==> config.mk <==
export PLATFORM = sky130hd
export DESIGN_NAME = serport_fifo_stat
export DESIGN_NICKNAME = d
export VERILOG_FILES = /design/src/rtl/serport_pkg.sv /design/src/rtl/serport_fifo.sv /design/src/rtl/serport_svc.sv /design/src/rtl/serport_fifo_stat.sv
export SDC_FILE = /design/constraint.sdc
export NUM_CORES = 1
export LEC_CHECK = 0
export ABC_AREA = 1
export BUFFER_PORTS_ARGS = -buffer_cell sky130_fd_sc_hd__buf_2
export CORE_MARGIN = 5
export CORE_UTILIZATION = 49
export DETAILED_ROUTE_END_ITERATION = 16
export HOLD_SLACK_MARGIN = 0.05
export PLACE_DENSITY = 0.66
export SYNTH_ARGS = -nofsm -noshare
export SYNTH_HDL_FRONTEND = slang
export SYNTH_SLANG_ARGS = --single-unit
==> constraint.sdc <==
create_clock -name clk -period 2.35 [get_ports clk]
set_input_delay 0.5875 -clock clk [delete_from_list [all_inputs] [get_ports clk]]
set_output_delay 0.5875 -clock clk [all_outputs]
set_load 0.01 [all_outputs]
==> src/rtl/serport_pkg.sv <==
package serport_pkg;
   localparam int unsigned ST_TNF = 1;
   localparam int unsigned ST_RNE = 2;
   localparam int unsigned ST_BSY = 3;
   localparam int unsigned ST_TSR = 4;
   localparam int unsigned ST_RSR = 5;
   localparam int unsigned ST_OVR = 6;
   localparam int unsigned ST_USED = 7;

   typedef enum logic {
      LVL_AT_MOST  = 1'b0,
      LVL_AT_LEAST = 1'b1
   } lvl_sense_e;
endpackage

==> src/rtl/serport_fifo.sv <==
module serport_fifo #(
   parameter int unsigned DATA_W = 16,
   parameter int unsigned DEPTH  = 8,
   localparam int unsigned AW    = $clog2(DEPTH),
   localparam int unsigned CNT_W = $clog2(DEPTH + 1)
) (
   input  logic              clk,
   input  logic              rst_n,
   input  logic              flush,
   input  logic              push,
   input  logic [DATA_W-1:0] push_data,
   input  logic              pop,
   output logic [DATA_W-1:0] pop_data,
   output logic [CNT_W-1:0]  count,
   output logic              full,
   output logic              empty,
   output logic              drop
);
   generate
      if (DEPTH < 2 || (DEPTH & (DEPTH - 1)) != 0) begin : g_bad_depth
         $error("serport_fifo: DEPTH must be a power of two, at least 2");
      end
      if (DATA_W < 1) begin : g_bad_width
         $error("serport_fifo: DATA_W must be positive");
      end
   endgenerate

   logic [DATA_W-1:0] mem [DEPTH];
   logic [AW-1:0]     wptr_q, rptr_q;
   logic [CNT_W-1:0]  count_q;
   logic [DATA_W-1:0] rd_q;
   logic              pop_ok, accept;

   assign full   = (count_q == CNT_W'(DEPTH));
   assign empty  = (count_q == '0);
   assign pop_ok = pop && !empty && !flush;
   assign accept = push && !flush && (!full || pop_ok);
   assign drop   = push && !flush && full && !pop_ok;

   always_ff @(posedge clk) begin
      if (accept) mem[wptr_q] <= push_data;
   end

   always_ff @(posedge clk or negedge rst_n) begin
      if (!rst_n) begin
         wptr_q  <= '0;
         rptr_q  <= '0;
         count_q <= '0;
         rd_q    <= '0;
      end else if (flush) begin
         wptr_q  <= '0;
         rptr_q  <= '0;
         count_q <= '0;
      end else begin
         if (accept) wptr_q <= wptr_q + 1'b1;
         if (pop_ok) begin
            rptr_q <= rptr_q + 1'b1;
            rd_q   <= mem[rptr_q];
         end
         case ({accept, pop_ok})
            2'b10:   count_q <= count_q + 1'b1;
            2'b01:   count_q <= count_q - 1'b1;
            default: count_q <= count_q;
         endcase
      end
   end

   assign pop_data = rd_q;
   assign count    = count_q;

   a_r11_pushpop_hold: assert property (@(posedge clk) disable iff (!rst_n)
      (accept && pop_ok) |=> $stable(count_q));
   a_r11_empty_pop: assert property (@(posedge clk) disable iff (!rst_n)
      (pop && empty) |=> $stable(rd_q));
   a_r10_flush_empty: assert property (@(posedge clk) disable iff (!rst_n)
      flush |=> (count_q == '0));
   a_r4_no_overflow: assert property (@(posedge clk) disable iff (!rst_n)
      count_q <= CNT_W'(DEPTH));
endmodule

==> src/rtl/serport_svc.sv <==
module serport_svc
   import serport_pkg::*;
#(
   parameter int unsigned CNT_W  = 4,
   parameter int unsigned THRESH = 4,
   parameter lvl_sense_e  SENSE  = LVL_AT_LEAST
) (
   input  logic [CNT_W-1:0] count,
   input  logic             en,
   input  logic             mask_en,
   output logic             svc,
   output logic             irq,
   output logic             dma
);
   generate
      if (THRESH >= (1 << CNT_W)) begin : g_bad_thresh
         $error("serport_svc: THRESH does not fit the count width");
      end
   endgenerate

   logic hit;

   generate
      if (SENSE == LVL_AT_LEAST) begin : g_fill
         assign hit = (count >= CNT_W'(THRESH));
      end else begin : g_room
         assign hit = (count <= CNT_W'(THRESH));
      end
   endgenerate

   assign svc = en && hit;
   assign dma = svc;
   assign irq = svc && mask_en;
endmodule

==> src/rtl/serport_fifo_stat.sv <==
module serport_fifo_stat
   import serport_pkg::*;
#(
   parameter int unsigned DATA_W    = 16,
   parameter int unsigned DEPTH     = 8,
   parameter int unsigned STAT_W    = 16,
   parameter int unsigned RX_THRESH = DEPTH / 2,
   parameter int unsigned TX_THRESH = DEPTH / 2
) (
   input  logic              clk,
   input  logic              rst_n,
   input  logic              port_en,
   input  logic              frame_active,
   input  logic              rx_mask_en,
   input  logic              tx_mask_en,
   input  logic              cpu_wr,
   input  logic [STAT_W-1:0] cpu_wdata,
   output logic [STAT_W-1:0] cpu_rdata,
   input  logic              cpu_tx_push,
   input  logic [DATA_W-1:0] cpu_tx_data,
   input  logic              cpu_rx_pop,
   output logic [DATA_W-1:0] cpu_rx_data,
   input  logic              sh_tx_pop,
   output logic [DATA_W-1:0] sh_tx_data,
   input  logic              sh_rx_push,
   input  logic [DATA_W-1:0] sh_rx_data,
   output logic              busy,
   output logic              tx_irq,
   output logic              rx_irq,
   output logic              ovr_irq,
   output logic              tx_dma_req,
   output logic              rx_dma_req
);
   localparam int unsigned CNT_W = $clog2(DEPTH + 1);

   generate
      if (STAT_W < ST_USED) begin : g_bad_stat
         $error("serport_fifo_stat: STAT_W too narrow for the status fields");
      end
      if (RX_THRESH < 1 || RX_THRESH > DEPTH || TX_THRESH >= DEPTH) begin : g_bad_lvl
         $error("serport_fifo_stat: thresholds out of range");
      end
   endgenerate

   logic             en_q, flush;
   logic             ovr_q;
   logic [CNT_W-1:0] tx_cnt, rx_cnt;
   logic             tx_full, tx_empty, tx_drop;
   logic             rx_full, rx_empty, rx_drop;
   logic             tx_svc, rx_svc;

   always_ff @(posedge clk or negedge rst_n) begin
      if (!rst_n) en_q <= 1'b0;
      else        en_q <= port_en;
   end
   assign flush = en_q && !port_en;

   serport_fifo #(.DATA_W(DATA_W), .DEPTH(DEPTH)) i_tx_fifo (
      .clk(clk), .rst_n(rst_n), .flush(flush),
      .push(cpu_tx_push), .push_data(cpu_tx_data),
      .pop(sh_tx_pop), .pop_data(sh_tx_data),
      .count(tx_cnt), .full(tx_full), .empty(tx_empty), .drop(tx_drop)
   );

   serport_fifo #(.DATA_W(DATA_W), .DEPTH(DEPTH)) i_rx_fifo (
      .clk(clk), .rst_n(rst_n), .flush(flush),
      .push(sh_rx_push), .push_data(sh_rx_data),
      .pop(cpu_rx_pop), .pop_data(cpu_rx_data),
      .count(rx_cnt), .full(rx_full), .empty(rx_empty), .drop(rx_drop)
   );

   serport_svc #(.CNT_W(CNT_W), .THRESH(TX_THRESH), .SENSE(LVL_AT_MOST)) i_tx_svc (
      .count(tx_cnt), .en(port_en), .mask_en(tx_mask_en),
      .svc(tx_svc), .irq(tx_irq), .dma(tx_dma_req)
   );

   serport_svc #(.CNT_W(CNT_W), .THRESH(RX_THRESH), .SENSE(LVL_AT_LEAST)) i_rx_svc (
      .count(rx_cnt), .en(port_en), .mask_en(rx_mask_en),
      .svc(rx_svc), .irq(rx_irq), .dma(rx_dma_req)
   );

   // Overrun flag: a drop sets it, a write of 1 to its bit clears it, a drop wins.
   always_ff @(posedge clk or negedge rst_n) begin
      if (!rst_n)                      ovr_q <= 1'b0;
      else if (rx_drop)                ovr_q <= 1'b1;
      else if (cpu_wr && cpu_wdata[ST_OVR]) ovr_q <= 1'b0;
   end

   assign busy    = port_en && frame_active;
   assign ovr_irq = ovr_q;

   always_comb begin
      cpu_rdata         = '0;
      cpu_rdata[ST_TNF] = !tx_full;
      cpu_rdata[ST_RNE] = !rx_empty;
      cpu_rdata[ST_BSY] = busy;
      cpu_rdata[ST_TSR] = tx_svc;
      cpu_rdata[ST_RSR] = rx_svc;
      cpu_rdata[ST_OVR] = ovr_q;
   end

   a_r4_drop_sets_ovr: assert property (@(posedge clk) disable iff (!rst_n)
      rx_drop |=> ovr_irq);
   a_r5_ovr_cause: assert property (@(posedge clk) disable iff (!rst_n)
      $rose(ovr_irq) |-> $past(rx_drop));
   a_r8_write_clear: assert property (@(posedge clk) disable iff (!rst_n)
      (cpu_wr && cpu_wdata[ST_OVR] && !rx_drop) |=> !ovr_irq);
   a_r3_irq_implies_dma: assert property (@(posedge clk) disable iff (!rst_n)
      (rx_irq |-> rx_dma_req) and (tx_irq |-> tx_dma_req));
   a_r7_busy_disabled: assert property (@(posedge clk) disable iff (!rst_n)
      !port_en |-> !busy);
endmodule

# ---- Word level (Yosys, flattened, before mapping)
# Memories as Yosys holds them, arrays and structs flattened. A register that Yosys moved wholly into a read port is not among the register bits.
# Index checks and enable logic that the tools add are counted.
dict set report totals {
  ff_bits 22
  ramBits 256
  in_bits 59
  wordCells 84
  mem_count 2
}
# memory depth word_bits rd rd_ports_with_merged_regs write_ports line_no
set mem_list {}
lappend mem_list {i_rx_fifo.mem 8 16 1 1 1 serport_fifo.sv:28} ;# logic [DATA_W-1:0] mem [DEPTH];
lappend mem_list {i_tx_fifo.mem 8 16 1 1 1 serport_fifo.sv:28}
dict set report classes {
  n_addsub 8
  order_cmp 2
  eq_ne 6
  mux 18
  bitwise_logic 1
  reduce_logical 39
}
# operator count
set ops {}
lappend ops {{$mux W3} 8}
lappend ops {{$logic_and A1 B1 Y1} 17}
lappend ops {{$pmux W4 S2} 2}
lappend ops {{$add A3 B1 Y3 const B} 4}
lappend ops {{$reduce_bool A2 Y1} 5}
lappend ops {{$logic_not A1 Y1} 9}
lappend ops {{$add A4 B1 Y4 const B} 2}
lappend ops {{$eq A4 B4 Y1 const B} 2}
lappend ops {{$logic_not A4 Y1} 2}
lappend ops {{$mux W4} 2}
lappend ops {{$sub A4 B1 Y4 const B} 2}
lappend ops {{$mux W1} 6}
lappend ops {{$reduce_bool A3 Y1} 2}
lappend ops {{$eq A2 B1 Y1 const B} 2}
lappend ops {{$eq A2 B2 Y1 const B} 2}
lappend ops {{$ge A4 B3 Y1 const B} 1}
lappend ops {{$le A4 B3 Y1 const B} 1}
lappend ops {{$reduce_and A2 Y1} 2}
lappend ops {{$logic_or A1 B1 Y1} 2}
lappend ops {{$not A1 Y1} 1}

# ---- Logic depth before layout (Yosys ltp)
dict set report logic_depth {
  word_depth 9
  ltp_mapped 16
  depth_no_buf 16
}

# ---- Cells and area by module
# Synthesis repeated with hierarchy kept, for this count alone.
dict set report unflattened {
  hier_cells 1055
  hier_area_um2 12734.7
}
# mod instances cells_per_inst area_per_inst_um2 seq_area_each_um2
set by_module_without_submodules {}
lappend by_module_without_submodules {{serport_fifo at i_tx_fifo} 1 507 6249.7 4494.3}
lappend by_module_without_submodules {{serport_fifo at i_rx_fifo} 1 507 6218.5 4494.3}
lappend by_module_without_submodules {serport_fifo_stat 1 27 196.4 50.0}
lappend by_module_without_submodules {{serport_svc at i_tx_svc} 1 8 37.5 0.0}
lappend by_module_without_submodules {{serport_svc at i_rx_svc} 1 6 32.5 0.0}

# ---- Worst setup path before layout
# Ideal clock, no wire load.
dict set report synth_timing {
  path_type {in2reg}
  start {input port port_en}
  end {memory i_rx_fifo.mem[0][0], enable pin}
  setup_ns 0.388
  arrival_ns 1.813
  setup_slack_ns 0.148
  stages 6
  n_path_buf 0
  cell_sequence {inv_2 -> nand2_2 -> nand3_4 -> nand2_4 -> nand3_2 -> nor2_1}
}
dict set report synth_via {
  elab_chain_cells 8
  elab_cells_between_ends 9
  cone_classes {mux (2); reduce/logical (7)}
}
# item line_no
set synth_lines {}
lappend synth_lines {{start: declaration} serport_fifo_stat.sv:12} ;# input logic port_en,
lappend synth_lines {{$logic_not A1 Y1 *} serport_fifo_stat.sv:56} ;# assign flush = en_q && !port_en;
lappend synth_lines {{$logic_and A1 B1 Y1 *} serport_fifo_stat.sv:56}
lappend synth_lines {{$logic_not A1 Y1 *} {serport_fifo.sv:36, serport_fifo.sv:37}}
lappend synth_lines {{$logic_and A1 B1 Y1} serport_fifo.sv:36} ;# assign pop_ok = pop && !empty && !flush;
lappend synth_lines {{$logic_or A1 B1 Y1} serport_fifo.sv:37} ;# assign accept = push && !flush && (!full || pop_ok);
lappend synth_lines {{$logic_and A1 B1 Y1 *} serport_fifo.sv:37}
lappend synth_lines {{$mux W1 *} serport_fifo.sv:41} ;# if (accept) mem[wptr_q] <= push_data;
lappend synth_lines {{$mux W1 (not written as such) *} serport_fifo.sv:41}
lappend synth_lines {{end: declaration} serport_fifo.sv:28}
# Every way passes the cells marked *; elsewhere a longest branch is shown, timed or not.

# ---- Final worst setup path
dict set report layout_timing {
  start {register i_tx_fifo.count_q[1] (netlist: i_tx_fifo.count[1])}
  end {output port tx_irq}
}
dict set report layout_via {
  elab_chain_cells 3
}
# item line_no
set layout_lines {}
lappend layout_lines {{start: declaration} serport_fifo.sv:30} ;# logic [CNT_W-1:0] count_q;
lappend layout_lines {{start signal: assignment} serport_fifo.sv:61} ;# 2'b10: count_q <= count_q + 1'b1;
lappend layout_lines {{start signal: assignment} serport_fifo.sv:62} ;# 2'b01: count_q <= count_q - 1'b1;
lappend layout_lines {{start signal: assignment} serport_fifo.sv:63} ;# default: count_q <= count_q;
lappend layout_lines {{$le A4 B3 Y1} serport_svc.sv:27} ;# assign hit = (count <= CNT_W'(THRESH));
lappend layout_lines {{$logic_and A1 B1 Y1} serport_svc.sv:31} ;# assign svc = en && hit;
lappend layout_lines {{$logic_and A1 B1 Y1} serport_svc.sv:33} ;# assign irq = svc && mask_en;
lappend layout_lines {{end: declaration} serport_fifo_stat.sv:28} ;# output logic tx_irq,
# No other way between the ends.

==> impl_metrics.csv <==
group,metric,value,unit
sta,slew_viol_final,0,
synth,synth_area_leaders,"edfxtp_1 61%, dfrtp_1 11%, nor2_1 6.2%",
worst_setup_path,slowest_stage,"dfrtp_1",
final_layout,final_util,0.581,
clocking,cts_post_setup_buffers_inserted,0,
floorplan,std_cell_rows,58,
synth,ys_seq_area_frac,0.712,
drt,drt-wirelength-per-cell,18.0,µm
drt,vias,7969,
worst_setup_path,r2r_start,"i_tx_fifo.count[1]$_DFFE_PN0P_",
global_route,use_met1,0.245,
clocking,cts_buffers,31,
synth,synth.cell_area,0.0127,mm²
synth,yosysMostFrequentCell,"edfxtp_1",
synth,async_reset_ff_frac,0.174,
worst_setup_path,cp_max_fo,4,
worst_setup_path,r2r-end,"i_tx_fifo.count[3]$_DFFE_PN0P_",
worst_setup_path,cp.buffers_inverters,1,
floorplan,io_pins,113,
worst_setup_path,critPathCaptureType,"output pin",
global_route,grt_use_met2,0.324,
worst_setup_path,crit_type,"reg -> out",
clocking,cts_max_level,1,
synth,synth-edff-count,256,
floorplan,die_h,171,µm
drt,drt-total-wl,27100,µm
worst_setup_path,critPathMaxStageDelay,0.45,ns
synth,synthFlopType,"edfxtp_1",
global_route,grt_pass1_wl,42600,µm
worst_setup_path,cp_cell_sequence,"nor2_4 > o21ai_0 > nor3b_1 > buf_2",
global_route,overflow,0,
placed_design,place_hpwl,16100,µm
placed_design,place_ws,0.0923,ns
power_and_ir_drop,irDropWorstVdd,0.688,mV
synth,synth_commonest_cells,"256 x edfxtp_1, 211 x nor2_1, 136 x o21ai_0",
final_layout,fin_nets,1217,
synth,yosysWarnings,0,
floorplan,fp.coreArea,0.0253,mm²
clocking,cts_tree,"done",
job,cap_violations,0,
final_layout,diodes,0,
drt,ant_nets,0,
sta,layout_setup_ws,0.106,ns
worst_setup_path,critPathArrivalTime,1.66,ns
power_and_ir_drop,power.density,1140,mW/mm²
min_path,hold_class,"in -> async",
placed_design,place_area,0.0137,mm²
clocking,postCtsHoldBufs,0,
synth,ys_ff_latch,310,
global_route,use_met3,0.0312,
synth,avgSynthCellArea,12.2,µm²
worst_setup_path,critPathLaunch,"i_tx_fifo.count[1]$_DFFE_PN0P_",
global_route,grt_pass1_vias,7726,
final_layout,n_fill_cell,2013,
synth,yosys.area.top_type,"edfxtp_1",
synth,synthCells,1043,
worst_setup_path,rr_worst_depth,14,
worst_setup_path,start_kind,"flip-flop",
drt,viasPerCell,5.30,
sta,fin_crit_sh,0.955,
floorplan,fp.dieW,171,µm
drt,detail_route.first_pass.iterations,5,
global_route,grt_max_degree,67,
placed_design,io_buffers,87,
drt,drtIter0Drc,640,
drt,drc,0,
sta,setup_viol,0,
sta,fmax,0.446,GHz
sta,slew_headroom,0.520,
sta,min_period,2.24,ns
power_and_ir_drop,p_leak,5.52,nW
worst_setup_path,crit_required,1.76,ns
global_route,grt.total_usage,0.185,
synth,yosysUniqueCellTypes,34,
placed_design,place.gp.congestion,0.777,
final_layout,areaGrowthSynthToFinish,15.9,%
run_status,status,"finished, final reports clean",
power_and_ir_drop,power.total,16.8,mW
floorplan,initial_core_util,0.501,
global_route,antenna_found_initial,2,
final_layout,post-route-cell-area,0.0147,mm²
floorplan,dieArea,0.0292,mm²
synth,synth_top_area_share,0.606,
sta,worst_pin_slew,0.716,ns
worst_setup_path,crit_family,"flip-flops",
clocking,cts.sinks,310,
worst_setup_path,ff2ff_setup_slack,0.31,ns
sta,skew,0.0263,ns
clocking,cts_root_buf,"clkbuf_16",
global_route,top_usage_layer,"met2",
clocking,clk_latency,0.56,ns
final_layout,drive_gt1_frac,0.179,
clocking,path_clk_slew,0.06,ns
clocking,clock_path_buffers,3,
sta,hold_viol,0,
==> layout by cell type, fill, tap and decap left out, types with 3 or more instances in the layout <==
master,instances
inv_2,5
nand2_4,5
nor2_2,3
buf_12,15
nor3_2,4
o211ai_1,64
clkbuf_1,8
nor2_1,210
ha_1,8
nand2_1,123
buf_2,87
nand3_1,52
clkinvlp_4,4
xor2_1,4
clkinv_2,4
nor2_4,4
a21oi_1,4
conb_1,10
edfxtp_1,256
clkbuf_16,31
dfrtp_1,53
buf_4,28
inv_1,20
inv_6,3
clkinv_1,7
o21ai_0,136
nand2_2,6
==> metrics by stage <==
stage               std cells  setup TNS, ns  hold WS (ns)
floorplan                1052              0         0.292
global placement         1445              0         0.458
detailed placement       1445              0         0.462
CTS                      1503              0        0.0548
global route             1503        -0.0110        0.0829
finish                   1503              0        0.0441
==> report_power, final <==
group	leakage, nW	internal [mW]	switching [mW]
Sequential	3.00	6.79	0.414
Combinational	2.07	1.73	3.25
Clock	0.458	2.61	1.99
Total	5.52	11.1	5.65
==> sequential cells by signal, summed over array words and instances, names as in the netlist, 3 cells and up <==
register / count
i_tx_fifo.rptr_q: 3
i_rx_fifo.mem: 128
i_tx_fifo.count: 4
i_rx_fifo.rptr_q: 3
i_rx_fifo.wptr_q: 3
i_rx_fifo.count: 4
i_rx_fifo.pop_data: 16
i_tx_fifo.mem: 128
i_tx_fifo.pop_data: 16
i_tx_fifo.wptr_q: 3
==> cell families (layout without fill, tap and decap cells) <==
logic type / count (synthesis) / count (layout) / synth area share
adder cells (fa/ha/maj): 10 / 10 / 0.0110
flip-flops: 310 / 310 / 0.712
XOR/XNOR: 4 / 4 / 0.00276
AND/OR/NAND/NOR: 415 / 415 / 0.142
buffers and inverters: 94 / 215 / 0.0351
AO/OA/AOI/OAI: 209 / 209 / 0.0960
other: 1 / 10 / 0.000296
==> timing repair <==
action,in CTS,in global routing
endpoints found under the hold margin,0,0
setup endpoints to repair,1,1
resized for setup,1,1
==> worst reg2reg max path, stage by stage, from the launching register on <==
cell     delay [ns]
dfrtp_1        0.45
nor2_4         0.18
nand3_1        0.11
nand2_2        0.11
inv_2          0.08
nor2_2         0.14
ha_1           0.29
a21oi_1        0.18
nand3_1        0.09
nand2_1        0.09
inv_1          0.04
nand2_1        0.05
nand2_1        0.04
nand2_1        0.06
nand2_1        0.04
==> how the worst max path moves through the flow <==
stage / end / slack [ns] / cells past startpoint
3_5_place_dp: i_tx_fifo.count[3]$_DFFE_PN0P_ / 0.09 / 15
5_1_grt: tx_irq / -0.01 / 4
3_3_place_gp: i_tx_fifo.count[3]$_DFFE_PN0P_ / 0.11 / 15
4_1_cts: tx_irq / 0.07 / 4
6_report: tx_irq / 0.11 / 4
2_1_floorplan: i_rx_fifo.mem[0][0]$_DFFE_PP_ / 0.15 / 6
==> layout make-up <==
cell class,count,area (µm²),area share
repair buffers,130,946,0.0643
clock buffers,41,833,0.0567
inverters,27,101,0.00689
clock inverters,17,125,0.00851
well taps,330,413,0.0281
flip-flops and latches,310,9040,0.615
multi-input cells,648,3240,0.221
==> metal layers <==
layer	part of all wire	vias up	wire length [µm]
met5	0.0010	-	27
met1	0.42	3858	11400
met4	0.018	4	496
met3	0.049	40	1330
met2	0.51	174	13900
li1	-	3893	-
Note: power is estimated with default switching activity, not from simulation.
